--- config.mk ---
export PLATFORM = sky130hd
export DESIGN_NAME = pmu_evtmap
export DESIGN_NICKNAME = d
export VERILOG_FILES = /design/src/rtl/pmu_evtmap_pkg.sv /design/src/rtl/pmu_ctr_check.sv /design/src/rtl/pmu_evt_decode.sv /design/src/rtl/pmu_map_slot.sv /design/src/rtl/pmu_evtmap.sv
export SDC_FILE = /design/constraint.sdc
export NUM_CORES = 1
export LEC_CHECK = 0
export BUFFER_PORTS_ARGS = -buffer_cell sky130_fd_sc_hd__buf_2
export CORE_MARGIN = 3
export CORE_UTILIZATION = 45
export CTS_CLUSTER_DIAMETER = 200
export DETAILED_ROUTE_END_ITERATION = 10
export GPL_ROUTABILITY_DRIVEN = 0
export GPL_TIMING_DRIVEN = 0
export HOLD_SLACK_MARGIN = 0.08
export PLACE_DENSITY = 0.78
export SKIP_LAST_GASP = 1
export SLEW_MARGIN = 20
export SYNTH_ARGS = -nofsm -noshare
export SYNTH_HDL_FRONTEND = slang
export SYNTH_SLANG_ARGS = --single-unit
--- constraint.sdc ---
create_clock -name clk -period 5.68 [get_ports clk]
set_input_delay 0.284 -clock clk [delete_from_list [all_inputs] [get_ports clk]]
set_output_delay 0.284 -clock clk [all_outputs]
set_load 0.02 [all_outputs]
--- src/rtl/pmu_evtmap_pkg.sv ---
package pmu_evtmap_pkg;

  localparam int EVT_W   = 20;
  localparam int NUM_EVT = 5;

  typedef logic [EVT_W-1:0] evt_t;

  // Slot order matters: slot 0 is the cycle event, slot 1 the instruction event.
  localparam evt_t EVT_TABLE [NUM_EVT] = '{
    20'h00001, 20'h00002, 20'h10019, 20'h1001B, 20'h10021
  };

  localparam int SLOT_CYC = 0;
  localparam int SLOT_INS = 1;

  typedef enum logic [1:0] {
    OP_NONE   = 2'd0,
    OP_INSERT = 2'd1,
    OP_REMOVE = 2'd2
  } map_op_e;

endpackage

--- src/rtl/pmu_ctr_check.sv ---
module pmu_ctr_check #(
  parameter int NUM_CTRS = 32,
  parameter int IDX_W    = 6
) (
  input  logic [NUM_CTRS-1:0] avail_mask,
  input  logic [IDX_W-1:0]    ctr,
  output logic                ctr_ok,
  output logic                cfg_err
);

  localparam int CNT_W = $clog2(NUM_CTRS + 1);
  localparam int MAX_PROG = NUM_CTRS - 3;

  logic [CNT_W-1:0] pop_cnt;

  always_comb begin
    ctr_ok = 1'b0;
    for (int i = 3; i < NUM_CTRS; i++) begin
      if (ctr == IDX_W'(i) && avail_mask[i]) begin
        ctr_ok = 1'b1;
      end
    end
  end

  always_comb begin
    pop_cnt = '0;
    for (int i = 0; i < NUM_CTRS; i++) begin
      pop_cnt = pop_cnt + CNT_W'(avail_mask[i]);
    end
  end

  assign cfg_err = (|avail_mask[2:0]) || (pop_cnt > CNT_W'(MAX_PROG));

endmodule

--- src/rtl/pmu_evt_decode.sv ---
module pmu_evt_decode
  import pmu_evtmap_pkg::*;
(
  input  evt_t               evt,
  output logic [NUM_EVT-1:0] sel_oh,
  output logic               known
);

  for (genvar g = 0; g < NUM_EVT; g++) begin : g_cmp
    assign sel_oh[g] = (evt == EVT_TABLE[g]);
  end

  assign known = |sel_oh;

endmodule

--- src/rtl/pmu_map_slot.sv ---
module pmu_map_slot #(
  parameter int IDX_W = 6
) (
  input  logic             clk,
  input  logic             rst_n,
  input  logic             ins_en,
  input  logic             rm_en,
  input  logic [IDX_W-1:0] wr_ctr,
  output logic             vld,
  output logic [IDX_W-1:0] ctr
);

  logic             vld_q, vld_d;
  logic [IDX_W-1:0] ctr_q, ctr_d;
  logic             ce;

  assign ce = ins_en | rm_en;

  always_comb begin
    vld_d = vld_q;
    ctr_d = ctr_q;
    if (ins_en && !vld_q) begin
      vld_d = 1'b1;
      ctr_d = wr_ctr;
    end else if (rm_en && vld_q && (ctr_q == wr_ctr)) begin
      vld_d = 1'b0;
    end
  end

  always_ff @(posedge clk or negedge rst_n) begin
    if (!rst_n) begin
      vld_q <= 1'b0;
      ctr_q <= '0;
    end else if (ce) begin
      vld_q <= vld_d;
      ctr_q <= ctr_d;
    end
  end

  assign vld = vld_q;
  assign ctr = ctr_q;

endmodule

--- src/rtl/pmu_evtmap.sv ---
module pmu_evtmap
  import pmu_evtmap_pkg::*;
#(
  parameter int NUM_CTRS = 32,
  parameter int VAL_W    = 64,
  localparam int IDX_W   = $clog2(NUM_CTRS) + 1
) (
  input  logic                clk,
  input  logic                rst_n,
  input  logic [NUM_CTRS-1:0] avail_mask,
  output logic                cfg_err,
  input  logic                wr_en,
  input  logic [IDX_W-1:0]    wr_ctr,
  input  logic [VAL_W-1:0]    wr_val,
  output logic                wr_err,
  input  logic [EVT_W-1:0]    lk_evt,
  output logic                lk_hit,
  output logic [IDX_W-1:0]    lk_ctr,
  input  logic [IDX_W-1:0]    q_ctr,
  output logic                q_cyc,
  output logic                q_ins
);

  // Reset: asserted asynchronously, released through two flops.
  logic [1:0] rst_pipe_q;
  logic       rst_int_n;

  always_ff @(posedge clk or negedge rst_n) begin
    if (!rst_n) begin
      rst_pipe_q <= 2'b00;
    end else begin
      rst_pipe_q <= {rst_pipe_q[0], 1'b1};
    end
  end

  assign rst_int_n = rst_pipe_q[1];

  logic               ctr_ok;
  logic [NUM_EVT-1:0] wr_sel;
  logic               wr_known;
  logic [NUM_EVT-1:0] lk_sel;
  logic               lk_known;
  logic               val_zero;
  map_op_e            op;

  logic [NUM_EVT-1:0]            slot_vld;
  logic [NUM_EVT-1:0][IDX_W-1:0] slot_ctr;

  pmu_ctr_check #(
    .NUM_CTRS (NUM_CTRS),
    .IDX_W    (IDX_W)
  ) ctr_check_i (
    .avail_mask (avail_mask),
    .ctr        (wr_ctr),
    .ctr_ok     (ctr_ok),
    .cfg_err    (cfg_err)
  );

  pmu_evt_decode wr_dec_i (
    .evt    (wr_val[EVT_W-1:0]),
    .sel_oh (wr_sel),
    .known  (wr_known)
  );

  pmu_evt_decode lk_dec_i (
    .evt    (lk_evt),
    .sel_oh (lk_sel),
    .known  (lk_known)
  );

  assign val_zero = (wr_val == '0);

  always_comb begin
    op = OP_NONE;
    if (wr_en && ctr_ok) begin
      if (val_zero) begin
        op = OP_REMOVE;
      end else if (wr_known && !(|(wr_sel & slot_vld))) begin
        op = OP_INSERT;
      end
    end
  end

  assign wr_err = wr_en && (!ctr_ok || (!val_zero && !wr_known));

  for (genvar g = 0; g < NUM_EVT; g++) begin : g_slot
    pmu_map_slot #(
      .IDX_W (IDX_W)
    ) slot_i (
      .clk    (clk),
      .rst_n  (rst_int_n),
      .ins_en (op == OP_INSERT && wr_sel[g]),
      .rm_en  (op == OP_REMOVE),
      .wr_ctr (wr_ctr),
      .vld    (slot_vld[g]),
      .ctr    (slot_ctr[g])
    );
  end

  always_comb begin
    lk_hit = 1'b0;
    lk_ctr = '0;
    for (int i = 0; i < NUM_EVT; i++) begin
      if (lk_known && lk_sel[i] && slot_vld[i]) begin
        lk_hit = 1'b1;
        lk_ctr = lk_ctr | slot_ctr[i];
      end
    end
  end

  assign q_cyc = (q_ctr == IDX_W'(0)) ||
                 (slot_vld[SLOT_CYC] && slot_ctr[SLOT_CYC] == q_ctr);
  assign q_ins = (q_ctr == IDX_W'(2)) ||
                 (slot_vld[SLOT_INS] && slot_ctr[SLOT_INS] == q_ctr);

endmodule

==> results.py, run 1 <==
metrics = {
    "timing": {
        "worstMarginPinSlew_ns": 0.805,
        "setup_viol": 1,
        "max_slew_margin_pct": 45.9,
        "rsz0062_at_grt": "yes",
        "fmax_mhz": 172,
        "finalHoldViolCount": 0,
        "setup_tns_ns": -0.134,
        "slew_violations": 0,
        "finalClockSkew_ns": 0.00410,
        "min_period_over_period_pct": 102,
        "setup_ws_ns": -0.134,
        "min_period_ns": 5.81,
    },
    "synth": {
        "syn_avg_cell_area_sq_um": 9.67,
        "yosysWarnings": 0,
        "synthCells": 378,
        "netlist_area_sq_um": 3650,
        "yosys-top-cells-count": "inv_1, dfrtp_1, xor2_1",
        "ys_seq_elements": 37,
        "dominantRegCellSynth": "dfrtp_1",
        "yosysTopAreaCellShare_pct": 25.3,
        "async_reset_ff_share_pct": 100,
        "synthTopCellsByArea": "dfrtp_1, fa_1, xor2_1",
        "synth-seq-area-share_pct": 25.3,
        "synth-edff-count": 0,
        "yosysUniqueCellTypes": 54,
        "synth.net_count": 542,
        "synth_area_leader_cell": "dfrtp_1",
        "synthMostInstantiatedCell": "inv_1",
    },
    "floorplanning": {
        "coreArea_sq_um": 7810,
        "ioPinCount": 142,
        "die_x_microns": 96.1,
        "placementRows": 32,
        "initial_core_util_pct": 46.8,
        "die_h_microns": 96.1,
        "die_area_sq_um": 9240,
    },
    "flow_run": {
        "cap_violations": 0,
    },
    "run_status": {
        "outcome": "complete, but fails checks",
        "violations": "negative setup slack",
    },
    "worst_setup_path": {
        "critical-path-slowest-cell": "fa_1",
        "critPathRequiredTime_ns": 5.40,
        "critPathMostFrequentCell": "fa_1",
        "cp_max_fo": 2,
        "reg2reg_from": "g_slot[4].slot_i.ctr[1]",
        "path_cells": "buf_2 -> inv_1 -> ha_1 -> inv_1 -> fa_1 -> fa_1 -> fa_1 -> fa_1 -> fa_1 -> fa_1 -> fa_2 -> fa_2 -> nor2b_1 -> o21ai_0 -> a21boi_1 -> nor4_1 -> mux2_2 -> a221o_1 -> buf_2",
        "cp_top_family": "adder cells",
        "cpPeakStageDelay_ns": 0.53,
        "worstSetupStartpoint": "avail_mask[0]",
        "crit_buf_inv": 4,
        "crit_type": "in -> out",
        "crit_arrival_ns": 5.53,
        "end_kind": "output pin",
        "cp-start-kind": "input pin",
    },
    "clock_tree": {
        "cts_tree": "yes",
        "clockRootBuffer": "clkbuf_8",
        "path_clk_slew_ns": 0.07,
        "clock_sinks": 37,
        "cts_buffers": 5,
        "clk_latency_ns": 0.29,
        "ctsHtreeMaxLevel": 2,
        "cts_setup_buffers": 0,
        "cts_max_path_buffers": 2,
    },
    "global_routing": {
        "grt_pass1_vias": 3414,
        "grt_start_max_net_pins": 36,
        "gr-usage-all-layers_pct": 20.7,
        "grt-ovfl-total": 0,
        "grt_antenna_before_repair": 0,
        "grt_pass1_wl_microns": 15100,
    },
    "detailed_routing": {
        "via_per_inst": 5.39,
        "drtIter0Drc": 192,
        "wire_per_inst_microns": 15.2,
        "drcViolationCount": 0,
        "ant_nets": 0,
        "dr.pass1.iters": 5,
        "totalWireLength_microns": 9500,
        "num_vias": 3381,
    },
    "pwr": {
        "power_density_nw_per_um2": 261,
        "peakVddDrop_mv": 0.603,
        "p_leak_nw": 2.45,
    },
    "cells_and_area": {
        "area_growth_pct": 26.0,
        "finalNetCount": 688,
        "num_antenna_cells": 0,
        "drive_gt1_share_pct": 36.2,
    },
    "placement": {
        "port_buffers": 138,
        "hpwlAfterDp_microns": 8090,
        "pre_cts_ws_ns": -0.388,
    },
    "min_path": {
        "hp-class": "in -> async",
    },
}
## sequential cells by signal (all words and copies together) (netlist names)
name and cells:
rst_pipe_q 2, g_slot.slot_i.ctr 30, g_slot.slot_i.vld 5
## final cells by class
cell class	instances	area [sq um]
Multi-Input combinational cell	276	2470
Sequential cell	37	927
Fill cell	688	3200
Tap cell	102	128
Inverter	51	191
Timing Repair Buffer	139	701
Buffer	14	72.6
Clock buffer	5	68.8
Clock inverter	3	46.3
## layer usage
layer	up-vias	GRT usage [%]	share of wire [%]	wire, microns
met5	-	0	0	0
met4	0	6.40	2.5	240
met3	20	2.81	6.5	615
met2	132	39.0	52	4930
met1	1611	23.9	39	3720
li1	1618	-	-	-
## cell families after synthesis
logic type,share of synthesized area [%]
DFF,25.3
xor gates and xnor gates,9.83
other,0.103
buffers and inverters,7.22
muxes,12.1
adders and majority gates,16.2
and+or+nand+nor,20.3
AOI/OAI and AO/OA,8.87
## power by group
| part | leakage [nW] | switching (W) | total (W) | internal, W |
|---|---|---|---|---|
| Clock | 0.0543 | 0.0000945 | 0.000226 | 0.000131 |
| Sequential | 0.506 | 0.00000463 | 0.000269 | 0.000264 |
| Combinational | 1.89 | 0.000358 | 0.000705 | 0.000347 |
| Total | 2.45 | 0.000457 | 0.00120 | 0.000743 |
## path summary, 6_finish.rpt
kind | cells past startpoint | slack [ns] | to
min in group clk | 0 | 0.36 | rst_pipe_q[1]
worst min-delay path | 2 | 0.29 | rst_pipe_q[1]
worst min register to register | 0 | 0.34 | g_slot[3].slot_i.ctr[4]
max in group asynchronous | 0 | 4.87 | g_slot[3].slot_i.ctr[2]
worst max-delay path | 19 | -0.13 | cfg_err
worst max register to register | 5 | 4.11 | g_slot[4].slot_i.vld
## cell usage in the layout (no fill, tap or decap), types with 5 or more instances in the layout
cell        n
xnor2_1    12
nor4_1     27
ha_1        9
nor3_1     11
clkbuf_8    5
a222oi_1    5
nand3_1    11
nand3b_1    9
clkbuf_1    6
mux2_2     16
mux2_4     10
o31ai_1     6
a21oi_1     5
nor2_1     13
nand2_1    16
xor2_1     29
a22oi_1     6
buf_2     142
mux2i_1     9
o21ai_0    11
dfrtp_1    36
inv_1      51
fa_1       22
## repair_timing
action / CTS / global route
pin swaps: 3 / 0
resized for setup: 2 / 1
hold endpoints to repair: 2 / 0
hold buffers: 1 / 0
setup endpoints to repair: 1 / 1
## per-stage QoR
stage                     area [sq um]  cells  utilization, %  power (W)  hold slack [ns]
final                             4600    627            59.0    0.00120            0.293
after global routing              4600    627            59.0    0.00133            0.309
after CTS                         4600    627            59.0    0.00121            0.284
after detailed placement          4470    618            57.3   0.000972           0.0693
after global placement            4470    618            57.3   0.000940           0.0683
after floorplan                   3650    378               -   0.000804          -0.0116
No activity file was read; power rests on OpenSTA's default activity.
==> inputs of run 2 (changes only) <==
PLACE_DENSITY = 0.89   (was 0.78)
TNS_END_PERCENT = 50   (was not set)
==> run 2 against run 1 <==
  * The flow still finishes with violations (negative setup slack)
  * Sequential share of layout area decreased by 0.19 points
  * Die area unchanged
  * Fmax increased by 0.54%
  * Via count increased by 4.1%
  * Setup slack improved by 0.031 ns
  * First-iteration DRC count increased by 17%
  * Register-to-register slack about the same
  * Final cell count increased by 0.48%
  * Non-clock buffer count increased by 2
  * Worst hold slack improved by 0.0032 ns
  * Critical endpoint unchanged
  * Largest cell class unchanged
  * Highest routed layer unchanged
==> results.py, run 2 (synthesized netlist as in run 1, its figures left out) <==
metrics = {
    "clock_tree": {
        "ctsHtreeMaxLevel": 2,
        "cts_max_path_buffers": 2,
        "clock_sinks": 37,
        "clk_latency_ns": 0.30,
        "path_clk_slew_ns": 0.07,
        "cts_buffers": 5,
        "clockRootBuffer": "clkbuf_8",
        "cts_tree": "yes",
    },
    "cells_and_area": {
        "seq_area_sq_um": 927,
        "finalNetCount": 690,
        "drive_gt1_share_pct": 37.4,
        "area_growth_pct": 27.2,
        "multi_input_area_sq_um": 2500,
        "final_cell_mix": "buf_2, inv_1, dfrtp_1, xor2_1, nor4_1",
        "largest_reg_flops": 30,
        "final_common_cell": "buf_2",
        "fillCellCount": 634,
    },
    "detailed_routing": {
        "drcViolationCount": 0,
        "wire_per_inst_microns": 16.7,
        "totalWireLength_microns": 10500,
        "ant_nets": 0,
        "num_vias": 3518,
        "via_per_inst": 5.58,
        "dr.pass1.iters": 5,
        "drtIter0Drc": 225,
    },
    "worst_setup_path": {
        "reg2regPathDepth": 4,
        "cp_max_fo": 2,
        "critPathMostFrequentCell": "fa_1",
        "end_kind": "output pin",
        "reg2reg_from": "g_slot[3].slot_i.vld",
        "cpPeakStageDelay_ns": 0.55,
        "critical-path-slowest-cell": "fa_1",
        "critPathRequiredTime_ns": 5.40,
        "path_cells": "buf_8 -> inv_4 -> ha_4 -> inv_2 -> fa_1 -> fa_1 -> fa_1 -> fa_1 -> fa_1 -> fa_1 -> fa_2 -> fa_2 -> nor2b_1 -> o21ai_1 -> a21boi_1 -> nor4_2 -> mux2_4 -> a221o_1 -> buf_6",
        "crit_type": "in -> out",
        "cp-start-kind": "input pin",
        "rrSetupSlack_ns": 4.11,
        "crit_arrival_ns": 5.50,
        "reg2reg_to": "g_slot[3].slot_i.ctr[4]",
    },
    "timing": {
        "setup_viol": 1,
        "finalClockSkew_ns": 0.00573,
        "setup_ws_ns": -0.103,
        "finalHoldViolCount": 0,
        "fmax_mhz": 173,
        "worstMarginPinSlew_ns": 0.913,
        "min_period_over_period_pct": 102,
        "setup_tns_ns": -0.103,
        "max_slew_margin_pct": 38.7,
        "timing.hold.ws_ns": 0.296,
        "slew_violations": 0,
        "min_period_ns": 5.78,
        "rsz0062_at_grt": "yes",
    },
    "pwr": {
        "p_switching_w": 0.000526,
        "pwr-share-comb_pct": 65.8,
        "p_leak_nw": 2.46,
        "power_density_nw_per_um2": 280,
        "p_int_w": 0.000776,
        "p_sw_share_pct": 40.4,
        "power.total_w": 0.00130,
        "clkPwrFrac_pct": 13.6,
        "peakVddDrop_mv": 0.966,
        "seq_power_share_pct": 20.6,
    },
    "global_routing": {
        "gr-usage-all-layers_pct": 23.8,
        "grt_antenna_before_repair": 1,
        "grt_pass1_vias": 3672,
        "grt_pass1_wl_microns": 16800,
        "grt_start_max_net_pins": 36,
        "grt-ovfl-total": 0,
    },
    "flow_run": {
        "cap_violations": 0,
    },
    "run_status": {
        "outcome": "complete, but fails checks",
        "violations": "negative setup slack",
    },
    "floorplanning": {
        "die_area_sq_um": 9240,
        "die_x_microns": 96.1,
        "placementRows": 32,
        "initial_core_util_pct": 46.8,
        "coreArea_sq_um": 7810,
        "die_h_microns": 96.1,
        "ioPinCount": 142,
    },
    "placement": {
        "port_buffers": 138,
        "hpwlAfterDp_microns": 8370,
    },
    "min_path": {
        "hp-class": "in -> async",
    },
}
## run 2: changes by cell type in the layout (fill, tap and decap cells not counted), moves of 2 or more
cell      previous run  this run
buf_4                0         2
inv_1               51        48
buf_8                0         2
buf_2              142       139
clkinv_2             0         2
inv_4                0         2
## run 2: what timing repair did
item                       CTS  global route
gates cloned                 0             0
hold endpoints to repair     2             0
hold buffers                 1             0
pin swaps                   13             9
setup buffers                2             0
setup endpoints to repair    1             1
gates resized for setup     19             0
## run 2: how the worst max path moves through the flow
stage                   from       to  slack, ns  depth (start not counted)
6_report       avail_mask[0]  cfg_err      -0.10                         19
5_1_grt        avail_mask[0]  cfg_err      -0.30                         19
4_1_cts        avail_mask[0]  cfg_err      -0.16                         19
3_5_place_dp   avail_mask[0]  cfg_err      -0.41                         19
3_3_place_gp   avail_mask[0]  cfg_err      -0.29                         19
2_1_floorplan  avail_mask[0]  cfg_err       0.03                         17
## run 2: routing by layer
layer  track usage [%]  up-vias  part of all wire (%)
met5                 0        -                     0
met4              12.1        0                   4.0
met3              5.86       36                   9.0
met2              40.8      187                    49
met1              27.4     1667                    38
li1                  -     1628                     -
## run 2: critical path, delay by kind of cell
family | cells | cell delay, ns
AO/OA/AOI/OAI | 3 | 0.59
multiplexers | 1 | 0.26
AND/OR/NAND/NOR | 2 | 0.19
adder cells (fa/ha/maj) | 9 | 3.90
buffers and inverters | 4 | 0.28
## run 2: through the flow
stage                     util (%)  area, sq um  instances  setup slack [ns]
after CTS                     59.5         4650        629            -0.159
after floorplan                  -         3650        378            0.0281
final                         59.5         4650        630            -0.103
after detailed placement      57.3         4470        618            -0.415
after global routing          59.5         4650        630            -0.304
after global placement        57.3         4470        618            -0.285
## run 2: layout make-up
type / instances / share of cell area, %
Tap cell: 102 / 2.75
Clock buffer: 6 / 1.56
Sequential cell: 37 / 19.9
Timing Repair Buffer: 141 / 16.0
Antenna cell: 1 / 0.0538
Inverter: 51 / 4.23
Buffer: 14 / 1.56
Multi-Input combinational cell: 276 / 53.7
Clock inverter: 2 / 0.215
## run 2: power by group through the flow
| stage | clock network (W) | registers [W] | logic (W) |
|---|---|---|---|
| 3_5_place_dp | 0 | 0.000274 | 0.000711 |
| 3_3_place_gp | 0 | 0.000274 | 0.000665 |
| 5_1_grt | 0.000192 | 0.000270 | 0.000975 |
| 4_1_cts | 0.000180 | 0.000269 | 0.000839 |
| 6_report | 0.000177 | 0.000269 | 0.000856 |
| 2_1_floorplan | 0 | 0.000273 | 0.000531 |
==> inputs of run 3 (changes only) <==
CORE_ASPECT_RATIO = 0.9   (was not set)
==> run 3 against run 2 <==
  * The flow still finishes with violations (negative setup slack)
  * Critical endpoint unchanged
  * Combinational power shrank 7.9%
  * Global-route usage shrank 1.0 points
  * Fmax shrank 3.0%
  * Non-clock buffer count shrank 2
  * Worst hold slack gained 0.0020 ns
  * Clock skew shrank 0.0021 ns
  * Critical path depth is the same
==> results.py, run 3 (synthesized netlist as in run 1, its figures left out) <==
metrics = {
    "pwr": {
        "power_density_nw_per_um2": 281,
        "peakVddDrop_mv": 0.533,
        "power.total_w": 0.00130,
        "p_leak_nw": 2.46,
    },
    "floorplanning": {
        "initial_core_util_pct": 47.3,
        "die_area_sq_um": 9240,
        "coreArea_sq_um": 7730,
        "die_h_microns": 91.5,
        "placementRows": 30,
        "ioPinCount": 142,
        "die_x_microns": 101,
    },
    "cells_and_area": {
        "largest_reg_flops": 30,
        "final_core_util_pct": 59.6,
        "num_antenna_cells": 0,
        "area_growth_pct": 26.2,
        "seq_area_sq_um": 927,
        "fillCellCount": 635,
        "final_common_cell": "buf_2",
        "finalNetCount": 688,
        "multi_input_area_sq_um": 2480,
        "final_cell_mix": "buf_2, inv_1, dfrtp_1, xor2_1, nor4_1",
        "drive_gt1_share_pct": 36.6,
    },
    "worst_setup_path": {
        "rrSetupSlack_ns": 4.07,
        "critical-path-slowest-cell": "fa_1",
        "cp_top_family": "adder cells",
        "reg2reg_to": "g_slot[3].slot_i.ctr[2]",
        "cp_max_fo": 2,
        "crit_type": "in -> out",
        "crit_arrival_ns": 5.68,
        "end_kind": "output pin",
        "crit_buf_inv": 4,
        "reg2regPathDepth": 4,
        "critPathRequiredTime_ns": 5.40,
        "reg2reg_from": "g_slot[3].slot_i.vld",
        "cpPeakStageDelay_ns": 0.58,
        "path_cells": "buf_2 -> inv_1 -> ha_1 -> inv_1 -> fa_1 -> fa_1 -> fa_1 -> fa_1 -> fa_1 -> fa_1 -> fa_2 -> fa_2 -> nor2b_2 -> o21ai_1 -> a21boi_1 -> nor4_2 -> mux2_2 -> a221o_1 -> buf_2",
        "critPathMostFrequentCell": "fa_1",
        "cp-start-kind": "input pin",
    },
    "timing": {
        "min_period_ns": 5.96,
        "min_period_over_period_pct": 105,
        "slew_violations": 0,
        "finalClockSkew_ns": 0.00366,
        "setup_ws_ns": -0.282,
        "setup_tns_ns": -0.282,
        "worstMarginPinSlew_ns": 0.886,
        "rsz0062_at_grt": "yes",
        "max_slew_margin_pct": 40.5,
        "fmax_mhz": 168,
        "finalHoldViolCount": 0,
        "setup_viol": 1,
    },
    "clock_tree": {
        "ctsHtreeMaxLevel": 2,
        "cts_max_path_buffers": 2,
        "cts_tree": "yes",
        "cts_buffers": 5,
        "path_clk_slew_ns": 0.07,
        "clockRootBuffer": "clkbuf_8",
        "clock_sinks": 37,
        "clk_latency_ns": 0.30,
    },
    "global_routing": {
        "grt_start_max_net_pins": 36,
        "grt_pass1_wl_microns": 16800,
        "grt_pass1_vias": 3560,
        "grt_antenna_before_repair": 0,
        "gr-usage-all-layers_pct": 22.8,
        "grt-ovfl-total": 0,
    },
    "detailed_routing": {
        "via_per_inst": 5.66,
        "dr.pass1.iters": 5,
        "num_vias": 3516,
        "drcViolationCount": 0,
        "drtIter0Drc": 203,
        "totalWireLength_microns": 10500,
        "wire_per_inst_microns": 16.9,
        "ant_nets": 0,
    },
    "min_path": {
        "hp-class": "in -> async",
    },
    "run_status": {
        "outcome": "complete, but fails checks",
        "violations": "negative setup slack",
    },
    "flow_run": {
        "cap_violations": 0,
    },
    "placement": {
        "port_buffers": 138,
        "hpwlAfterDp_microns": 8590,
    },
}
## run 3: changes by cell type in the layout (fill, tap and decap cells not counted), sizes merged
cell / delta
buf: -2
bufinv: +1
clkinv: -2
clkinvlp: +1
diode: -1
## run 3: layout make-up
cell class / count / area share [%]
Multi-Input combinational cell: 276 / 53.8
Sequential cell: 37 / 20.1
Timing Repair Buffer: 139 / 15.2
Inverter: 51 / 4.15
Tap cell: 96 / 2.61
Clock buffer: 6 / 1.79
Buffer: 14 / 1.57
Clock inverter: 2 / 0.814
## run 3: metal layers
layer  share of wire (%)  track usage (%)  vias up
met5                   0                0        -
met4                 2.1             7.09        0
met3                 9.0             3.76       24
met2                  51             40.6      191
met1                  38             27.8     1678
li1                    -                -     1623
## run 3: worst max path at each step
stage	start	end	cells past startpoint	slack, ns
4_1_cts	avail_mask[0]	cfg_err	19	-0.28
3_5_place_dp	avail_mask[0]	cfg_err	19	-0.51
5_1_grt	avail_mask[0]	cfg_err	19	-0.48
2_1_floorplan	avail_mask[0]	cfg_err	17	0.03
6_report	avail_mask[0]	cfg_err	19	-0.28
3_3_place_gp	avail_mask[0]	cfg_err	19	-0.27
## run 3: repair_timing
| item | in CTS | in global routing |
|---|---|---|
| gates cloned | 0 | 0 |
| setup buffers | 0 | 0 |
| gates resized for setup | 3 | 3 |
| setup endpoints to repair | 1 | 1 |
| hold endpoints to repair | 2 | 0 |
| pin swaps | 4 | 1 |
| hold buffers | 1 | 0 |
## run 3: worst register-to-register path: stages, from the launching register on
cell     delay [ns]
dfrtp_1        0.41
nor4b_1        0.35
nand2_1        0.16
nor2_4         0.22
mux2_2         0.36
## run 3: power breakdown
group	switching [W]	internal (W)	leakage (nW)
clock	0.0000960	0.000143	0.0574
combinational	0.000416	0.000372	1.89
sequential	0.00000459	0.000264	0.506
total	0.000517	0.000779	2.46
## run 3: metrics by stage
step	hold WS (ns)	worst slack (ns)	area, sq um	instances
6_report	0.298	-0.282	4610	621
5_1_grt	0.295	-0.477	4610	621
4_1_cts	0.299	-0.285	4600	621
3_5_place_dp	0.0743	-0.505	4470	612
3_3_place_gp	0.0699	-0.269	4470	612
2_1_floorplan	-0.0116	0.0281	3650	378
